==> src/rtl/lsu_align_pkg.sv <==
package lsu_align_pkg;

    localparam int LSU_AW = 32;
    localparam int LSU_DW = 32;
    localparam int LSU_SZW = 3;
    localparam int LSU_STW = 5;

    typedef enum logic [LSU_SZW-1:0] {
        SZ_BYTE  = 3'b000,
        SZ_HALF  = 3'b001,
        SZ_WORD  = 3'b010,
        SZ_DWORD = 3'b011,
        SZ_MULTI = 3'b100
    } acc_size_e;

    localparam logic [LSU_STW-1:0] FLT_NONE  = 5'b00000;
    localparam logic [LSU_STW-1:0] FLT_ALIGN = 5'b00001;

endpackage

==> src/rtl/lsu_align_check.sv <==
module lsu_align_check
    import lsu_align_pkg::*;
(
    input  logic [LSU_SZW-1:0] size,
    input  logic [2:0]         addr_lo,
    input  logic               chk_en,
    input  logic               unal_en,
    output logic               fault
);
    logic strict_mis;
    logic word_mis;

    always_comb begin
        word_mis = (addr_lo[1:0] != 2'b00);
        case (size)
            SZ_HALF:           strict_mis = addr_lo[0];
            SZ_WORD, SZ_MULTI: strict_mis = word_mis;
            SZ_DWORD:          strict_mis = (addr_lo != 3'b000);
            default:           strict_mis = 1'b0;
        endcase
        if (chk_en) begin
            fault = strict_mis;
        end else if (unal_en) begin
            fault = word_mis && ((size == SZ_DWORD) || (size == SZ_MULTI));
        end else begin
            fault = 1'b0;
        end
    end

endmodule

==> src/rtl/lsu_addr_shape.sv <==
module lsu_addr_shape
    import lsu_align_pkg::*;
#(
    parameter int AW = LSU_AW
) (
    input  logic [AW-1:0]      addr_in,
    input  logic [LSU_SZW-1:0] size,
    input  logic               legacy,
    output logic [AW-1:0]      addr_out
);
    logic [2:0] clr;

    always_comb begin
        case (size)
            SZ_HALF:           clr = 3'b001;
            SZ_WORD, SZ_MULTI: clr = 3'b011;
            SZ_DWORD:          clr = 3'b111;
            default:           clr = 3'b000;
        endcase
        addr_out = addr_in;
        if (legacy) begin
            addr_out[2:0] = addr_in[2:0] & ~clr;
        end
    end

endmodule

==> src/rtl/lsu_load_rotate.sv <==
module lsu_load_rotate #(
    parameter int DW = 32,
    localparam int NB = DW / 8,
    localparam int LW = (NB > 1) ? $clog2(NB) : 1
) (
    input  logic [DW-1:0] data_in,
    input  logic [LW-1:0] amt,
    output logic [DW-1:0] data_out
);
    logic [DW-1:0] cand [NB];

    for (genvar k = 0; k < NB; k++) begin : g_rot
        if (k == 0) begin : g_zero
            assign cand[k] = data_in;
        end else begin : g_shift
            assign cand[k] = {data_in[8*k-1:0], data_in[DW-1:8*k]};
        end
    end

    always_comb begin
        data_out = cand[0];
        for (int i = 1; i < NB; i++) begin
            if (amt == LW'(i)) data_out = cand[i];
        end
    end

endmodule

==> src/rtl/lsu_align_unit.sv <==
module lsu_align_unit
    import lsu_align_pkg::*;
#(
    parameter int AW = LSU_AW,
    parameter int DW = LSU_DW,
    localparam int NB = DW / 8,
    localparam int LW = (NB > 1) ? $clog2(NB) : 1
) (
    input  logic               clk,
    input  logic               rst,
    input  logic               req_valid,
    input  logic [LSU_SZW-1:0] req_size,
    input  logic               req_is_load,
    input  logic [AW-1:0]      req_addr,
    input  logic               cfg_align_chk,
    input  logic               cfg_unaligned_en,
    input  logic               rd_valid,
    input  logic [DW-1:0]      rd_data,
    output logic               mem_valid,
    output logic [AW-1:0]      mem_addr,
    output logic [LSU_SZW-1:0] mem_size,
    output logic               mem_is_load,
    output logic               fault_valid,
    output logic [LSU_STW-1:0] fault_status,
    output logic               ld_valid,
    output logic [DW-1:0]      ld_data
);
    typedef struct packed {
        logic               mem_valid;
        logic [AW-1:0]      mem_addr;
        logic [LSU_SZW-1:0] mem_size;
        logic               mem_is_load;
        logic               fault_valid;
        logic [LSU_STW-1:0] fault_status;
        logic               rot_en;
        logic [LW-1:0]      rot_amt;
        logic               ld_valid;
        logic [DW-1:0]      ld_data;
    } stage_t;

    stage_t st_d, st_q;

    logic          legacy_d;
    logic          fault_d;
    logic [AW-1:0] shaped_d;
    logic [DW-1:0] rotated_d;

    assign legacy_d = !cfg_align_chk && !cfg_unaligned_en;

    lsu_align_check u_check (
        .size    (req_size),
        .addr_lo (req_addr[2:0]),
        .chk_en  (cfg_align_chk),
        .unal_en (cfg_unaligned_en),
        .fault   (fault_d)
    );

    lsu_addr_shape #(.AW(AW)) u_shape (
        .addr_in  (req_addr),
        .size     (req_size),
        .legacy   (legacy_d),
        .addr_out (shaped_d)
    );

    lsu_load_rotate #(.DW(DW)) u_rot (
        .data_in  (rd_data),
        .amt      (st_q.rot_amt),
        .data_out (rotated_d)
    );

    always_comb begin
        st_d = st_q;
        st_d.mem_valid    = 1'b0;
        st_d.fault_valid  = 1'b0;
        st_d.fault_status = FLT_NONE;
        if (req_valid) begin
            if (fault_d) begin
                st_d.fault_valid  = 1'b1;
                st_d.fault_status = FLT_ALIGN;
            end else begin
                st_d.mem_valid   = 1'b1;
                st_d.mem_addr    = shaped_d;
                st_d.mem_size    = req_size;
                st_d.mem_is_load = req_is_load;
                if (req_is_load) begin
                    st_d.rot_en  = legacy_d && (req_size == SZ_WORD);
                    st_d.rot_amt = req_addr[LW-1:0];
                end
            end
        end
        st_d.ld_valid = rd_valid;
        if (rd_valid) begin
            st_d.ld_data = st_q.rot_en ? rotated_d : rd_data;
        end
    end

    always_ff @(posedge clk) begin
        if (rst) begin
            st_q <= '0;
        end else begin
            st_q <= st_d;
        end
    end

    assign mem_valid    = st_q.mem_valid;
    assign mem_addr     = st_q.mem_addr;
    assign mem_size     = st_q.mem_size;
    assign mem_is_load  = st_q.mem_is_load;
    assign fault_valid  = st_q.fault_valid;
    assign fault_status = st_q.fault_status;
    assign ld_valid     = st_q.ld_valid;
    assign ld_data      = st_q.ld_data;


    one_outcome_chk: assert property (@(posedge clk) disable iff (rst)
        req_valid |=> (mem_valid != fault_valid));


    no_spurious_chk: assert property (@(posedge clk) disable iff (rst)
        !req_valid |=> (!mem_valid && !fault_valid));


    half_strict_chk: assert property (@(posedge clk) disable iff (rst)
        (req_valid && cfg_align_chk && req_size == SZ_HALF && req_addr[0]) |=> fault_valid);


    fault_code_chk: assert property (@(posedge clk) disable iff (rst)
        fault_valid |-> (fault_status == FLT_ALIGN && !mem_valid));


    quiet_code_chk: assert property (@(posedge clk) disable iff (rst)
        !fault_valid |-> (fault_status == FLT_NONE));


    legacy_word_chk: assert property (@(posedge clk) disable iff (rst)
        (req_valid && !cfg_align_chk && !cfg_unaligned_en && req_size == SZ_WORD)
        |=> (mem_valid && mem_addr[1:0] == 2'b00));


    unal_pass_chk: assert property (@(posedge clk) disable iff (rst)
        (req_valid && !cfg_align_chk && cfg_unaligned_en && req_size == SZ_HALF)
        |=> (mem_valid && mem_addr == $past(req_addr)));


    ld_follow_chk: assert property (@(posedge clk) disable iff (rst)
        rd_valid |=> ld_valid);

endmodule

==> config.mk <==
export PLATFORM = sky130hd
export DESIGN_NAME = lsu_align_unit
export DESIGN_NICKNAME = d
export VERILOG_FILES = /design/src/rtl/lsu_align_pkg.sv /design/src/rtl/lsu_align_check.sv /design/src/rtl/lsu_addr_shape.sv /design/src/rtl/lsu_load_rotate.sv /design/src/rtl/lsu_align_unit.sv
export SDC_FILE = /design/constraint.sdc
export NUM_CORES = 1
export LEC_CHECK = 0
export CORE_UTILIZATION = 64
export CTS_CLUSTER_SIZE = 28
export DETAILED_ROUTE_END_ITERATION = 16
export DONT_BUFFER_PORTS = 1
export PLACE_DENSITY = 0.84
export SKIP_CTS_REPAIR_TIMING = 1
export SYNTH_ARGS = -nofsm -noshare
export SYNTH_HDL_FRONTEND = slang
export SYNTH_SLANG_ARGS = --single-unit
==> constraint.sdc <==
create_clock -name clk -period 2.3 [get_ports clk]
set_clock_uncertainty 0.05 [all_clocks]
set_input_delay 0.115 -clock clk [delete_from_list [all_inputs] [get_ports clk]]
set_output_delay 0.115 -clock clk [all_outputs]
set_load 0.005 [all_outputs]
Word-level counts from Yosys, hierarchy flattened
Index checks and enable logic that the tools add are counted.
{ "op_classes": {"bitwise": 4, "n_mux": 11, "reduce_logical": 12, "eq_ne": 7} }
{ "op_table": {"columns": ["cell", "n"], "rows": [
  ["2-to-1 mux 32 bit", 4],
  ["2-to-1 mux 37 bit", 1],
  ["case mux 3 bit (3 select lines)", 1],
  ["equality test 3 x 2 -> 1 bit, second input constant", 2],
  ["2-to-1 mux 6 bit", 1],
  ["equality test 2 bit, second input constant", 2],
  ["OR reduction 2 bit", 2],
  ["AND 3 bit", 1],
  ["equality test 3 x 1 -> 1 bit, second input constant", 1],
  ["equality test 3 bit, second input constant", 1],
  ["logical AND 1 bit", 3],
  ["2-to-1 mux 3 bit", 1],
  ["inverter 3 bit", 1],
  ["case mux 1 bit (3 select lines)", 1],
  ["AND reduction 3 bit", 1],
  ["nonzero test 3 bit", 1],
  ["equality test 2 x 1 -> 1 bit, second input constant", 1],
  ["zero test 1 bit", 2],
  ["2-to-1 mux 1 bit", 2],
  ["inverter 1 bit", 2],
  ["AND reduction 2 bit", 1],
  ["nonzero test 2 bit", 1],
  ["logical OR 1 bit", 1]
]} }
{ "totals": {"out_inout_bits": 76, "inputBits": 74, "register_bits": 79, "wordCells": 44} }

Logic depth before layout (Yosys ltp)
{ "logic_depth": {"ltp_word": 7, "depth_mapped": 7, "ltp_nobuf": 4} }

By module
A second synthesis with hierarchy kept.
{ "hier_totals": {"cells_unflattened": 483, "area_unflattened_um2": 4608.2} }
{ "by_module_without_submodules": {"columns": ["module", "area_each_um2", "instances", "seq_area_each_um2", "cells_per_inst"], "rows": [
  ["lsu_align_unit", 3442.1, 1, 1481.4, 395],
  ["lsu_load_rotate", 824.5, 1, 0.0, 40],
  ["lsu_addr_shape", 276.5, 1, 0.0, 38],
  ["lsu_align_check", 65.1, 1, 0.0, 10]
]} }

Least setup slack after synthesis
OpenSTA, ideal clock, no wires.
{ "synth_timing": {"path_kind": "register to register", "startpoint": "register st_q[33] in the netlist's numbering", "endpoint": "register st_q (netlist bit ld_data[10])", "stages_incl_launch_ff": 6, "period_less_slack_ps": 1568, "t_arrival_ps": 1381, "setup_slack_ps": 732, "n_path_buf": 2, "required_time_ps": 2113, "path_cell_list": "dfxtp_1 -> buf_2 -> buf_4 -> mux4_2 -> mux2i_1 -> a211oi_1"} }
{ "synth_via": {"elab_chain_len": 5, "elab_cells_between_ends": 7} }
{ "synth_lines": {"columns": ["item", "line_no", "text"], "rows": [
  ["start, declared", "lsu_align_unit.sv:41", "stage_t st_d, st_q;"],
  ["start signal, assigned", "lsu_align_unit.sv:101", "st_q <= st_d;"],
  ["equality test 2 x 1 -> 1 bit", "lsu_load_rotate.sv:23", "if (amt == LW'(i)) data_out = cand[i];"],
  ["2-to-1 mux 32 bit (2 in series)", "lsu_load_rotate.sv:23", null],
  ["2-to-1 mux 32 bit *", "lsu_load_rotate.sv:23", null],
  ["2-to-1 mux 32 bit *", "lsu_align_unit.sv:93", "st_d.ld_data = st_q.rot_en ? rotated_d : rd_data;"]
]} }
Every way passes the cells marked *; elsewhere a longest branch is shown, timed or not.
A chain may end at the register's enable or synchronous reset.

Worst setup path after layout
{ "layout_timing": {"startpoint": "register st_q[33] in the netlist's numbering", "endpoint": "register st_q (netlist bit ld_data[11])"} }
The elaborated chain is that of the path after synthesis.

==> flow_metrics.env <==
export IMPL_outcome="finished, violations left"
export IMPL_violations="negative hold slack"
export IMPL_grt_pass1_wl_um=15600
export IMPL_path_buf_inv=1
export IMPL_hold_viol_final=2
export IMPL_gp_congestion=0.807
export IMPL_syn_to_final_growth_pct=9.98
export IMPL_fin_hold_ws_ps=-11.9
export IMPL_crit_fanout=21
export IMPL_met3WireLength_um=1210
export IMPL_rr_endpoint="ld_data[11]"
export IMPL_period_needed_ps=1910
export IMPL_core_um2=6870
export IMPL_post_route_cells_drive_above_1_share_pct=16.8
export IMPL_cts_tree="built"
export IMPL_tightest_slew_ps=816
export IMPL_highest_layer="met4"
export IMPL_die_h_um=87.0
export IMPL_hold_depth=2
export IMPL_r2r_slack_ps=390
export IMPL_rsz0062_at_grt="false"
export IMPL_cts_buffers=9
export IMPL_drc_errors=0
export IMPL_root_buffer="clkbuf_8"
export IMPL_clk_path_buf_depth=2
export IMPL_drtAntennaViolNets=0
export IMPL_drv_slew=0
export IMPL_rows=30
export IMPL_ff2ff_path_depth=4
export IMPL_seq_area_frac_synth_pct=32.0
export IMPL_cp_end_kind="flop"
export IMPL_netlist_area_um2=4620
export IMPL_via_per_inst=6.76
export IMPL_synth_edf_count=0
export IMPL_htreeDepth=3
export IMPL_met1_length_um=4400
export IMPL_first_iter_violations=202
export IMPL_clock_latency_ps=340
export IMPL_fmax_mhz=525
export IMPL_relSlewSlack_pct=45.4
export IMPL_start_util_pct=67.3
export IMPL_grt_pass1_vias=3025
export IMPL_overflow=0
export IMPL_syn_avg_cell_area_um2=9.90
export IMPL_synth_top_area_share_pct=32.0
export IMPL_crit_path_start_kind="flop"
export IMPL_slowest_stage="dfxtp_2"
export IMPL_reg2reg_from="st_q[33]"
export IMPL_critical_path_arrival_ps=2070
export IMPL_setup_viol=0
export IMPL_p_leak_nw=1.76
export IMPL_avgRoutedWirePerCell_um=21.7
export IMPL_grtUsageTotal_pct=26.6
export IMPL_clk_pin_slew_worst_paths_ps=80
export IMPL_cts_sinks=74
export IMPL_synth_most_common_cell="buf_4"
export IMPL_die_area_um2=7570
export IMPL_hold_class="input port to flop"
export IMPL_ys_top_cells_by_count="buf_4, dfxtp_1, nor2_1"
export IMPL_grt_max_degree=73
export IMPL_detailed_place_hpwl_um=6830
export IMPL_synth_seq_cells=74
export IMPL_drtPass1Iterations=5
export IMPL_path_class="flop to flop"
export IMPL_dr_wl_met2_um=5920
export IMPL_antenna_found_initial=0
export IMPL_cp_top_family="flip-flops"
export IMPL_hp_start="rd_data[2]"
export IMPL_required_ps=2470
export IMPL_synth_distinct_cells=36
export IMPL_pre_cts_ws_ps=365
export IMPL_postSynth_topFlopCell="dfxtp_1"
export IMPL_whs_endpoint="ld_data[2]"
export IMPL_period_share_pct=82.9
export IMPL_num_vias=3713
export IMPL_maxCapViolations=0
export IMPL_setup_tns_ps=0
export IMPL_ys_warn_count=0
export IMPL_ys_top_cells_by_area="dfxtp_1, mux4_2, buf_4"
export IMPL_max_stage_delay_ps=710
export IMPL_powerDensity_nw_per_um2=609
export IMPL_die_x_um=87.0
export IMPL_setup_ws_ps=394
export IMPL_num_antenna_cells=0
export IMPL_port_buffers=0
export IMPL_final_nets=522
export IMPL_synthCells=467
export IMPL_peakVddDrop_uv=356
export IMPL_yosys_area_top_type="dfxtp_1"
export IMPL_finalWirelength_um=11900
export IMPL_ys_async_sr_fraction_pct=0
export IMPL_io_pins=150
export IMPL_path_cells="buf_4, mux4_2, mux2i_1, a211oi_1"
cell type report:
| cell class | instances | area, µm² |
|---|---|---|
| repair buffers | 89 | 901 |
| flip-flops and latches | 74 | 1480 |
| clock buffers | 10 | 138 |
| multi-input cells | 270 | 2340 |
| fillers | 421 | 1780 |
| well taps | 96 | 120 |
| clock inverters | 6 | 87.6 |
| inverters | 4 | 15.0 |
per-layer routing:
layer	track usage, %	up-vias
met2	43.0	240
met3	8.72	28
met4	12.6	0
met5	0	-
li1	-	1679
met1	32.2	1766
sequential cells by signal, summed over array words and instances (netlist names):
signal        cells
mem_is_load       1
mem_valid         1
fault_status      1
ld_data          32
st_q              3
ld_valid          1
mem_addr         32
mem_size          3
metrics by stage:
step           instance area [µm²]  power (W)  hold WS, ps  cells  util, %
2_1_floorplan                 4640    0.00189          215    470        -
3_3_place_gp                  4090    0.00179          139    459     59.5
3_5_place_dp                  4090    0.00181          141    459     59.5
4_1_cts                       4310    0.00295         -238    475     62.8
5_1_grt                       5090    0.00322        -19.1    549     74.0
6_report                      5090    0.00310        -11.9    549     74.0
cell usage in the layout, fill, tap and decap left out, drive strengths merged:
| cell | instances |
|---|---|
| dfxtp | 74 |
| clkinv | 3 |
| buf | 17 |
| nor3 | 1 |
| nor2 | 36 |
| o22a | 1 |
| nor3b | 1 |
| nand2 | 3 |
| mux4 | 32 |
| a41o | 2 |
| clkbuf | 10 |
| conb | 4 |
| and3b | 1 |
| o311a | 2 |
| o21ba | 1 |
| nand4 | 35 |
| a211oi | 33 |
| o221a | 2 |
| o31ai | 35 |
| nor4 | 1 |
| o21ai | 2 |
| mux2i | 33 |
| a21oi | 35 |
| dlygate4sd3 | 72 |
| nor2b | 3 |
| o221ai | 2 |
| inv | 5 |
| bufinv | 2 |
| o31a | 1 |
| o22ai | 1 |
| o211ai | 1 |
| nand3 | 1 |
| or4b | 1 |
worst max path at each step:
stage / startpoint / endpoint / cells past startpoint
floorplan: st_q[33] / ld_data[10] / 5
global placement: st_q[33] / ld_data[27] / 4
detailed placement: st_q[33] / ld_data[27] / 4
CTS: st_q[33] / ld_data[27] / 4
global route: st_q[33] / ld_data[9] / 4
finish: st_q[33] / ld_data[11] / 4
kinds of logic (layout without fill, tap and decap cells):
| group | Yosys count | count (layout) | synth area share [%] |
|---|---|---|---|
| buffers and inverters | 126 | 109 | 17.6 |
| AO/OA/AOI/OAI | 118 | 118 | 18.1 |
| AND/OR/NAND/NOR | 83 | 83 | 9.44 |
| flip-flops | 74 | 74 | 32.0 |
| multiplexers | 65 | 65 | 22.7 |
| other | 1 | 4 | 0.0811 |
report_power, final:
group          leakage [nW]  internal (W)  switching (W)
clock network         0.117      0.000643       0.000513
registers             0.612       0.00137      0.0000799
logic                  1.03      0.000276       0.000222
total                  1.76       0.00228       0.000815
Power figures use the tool's default switching activity.
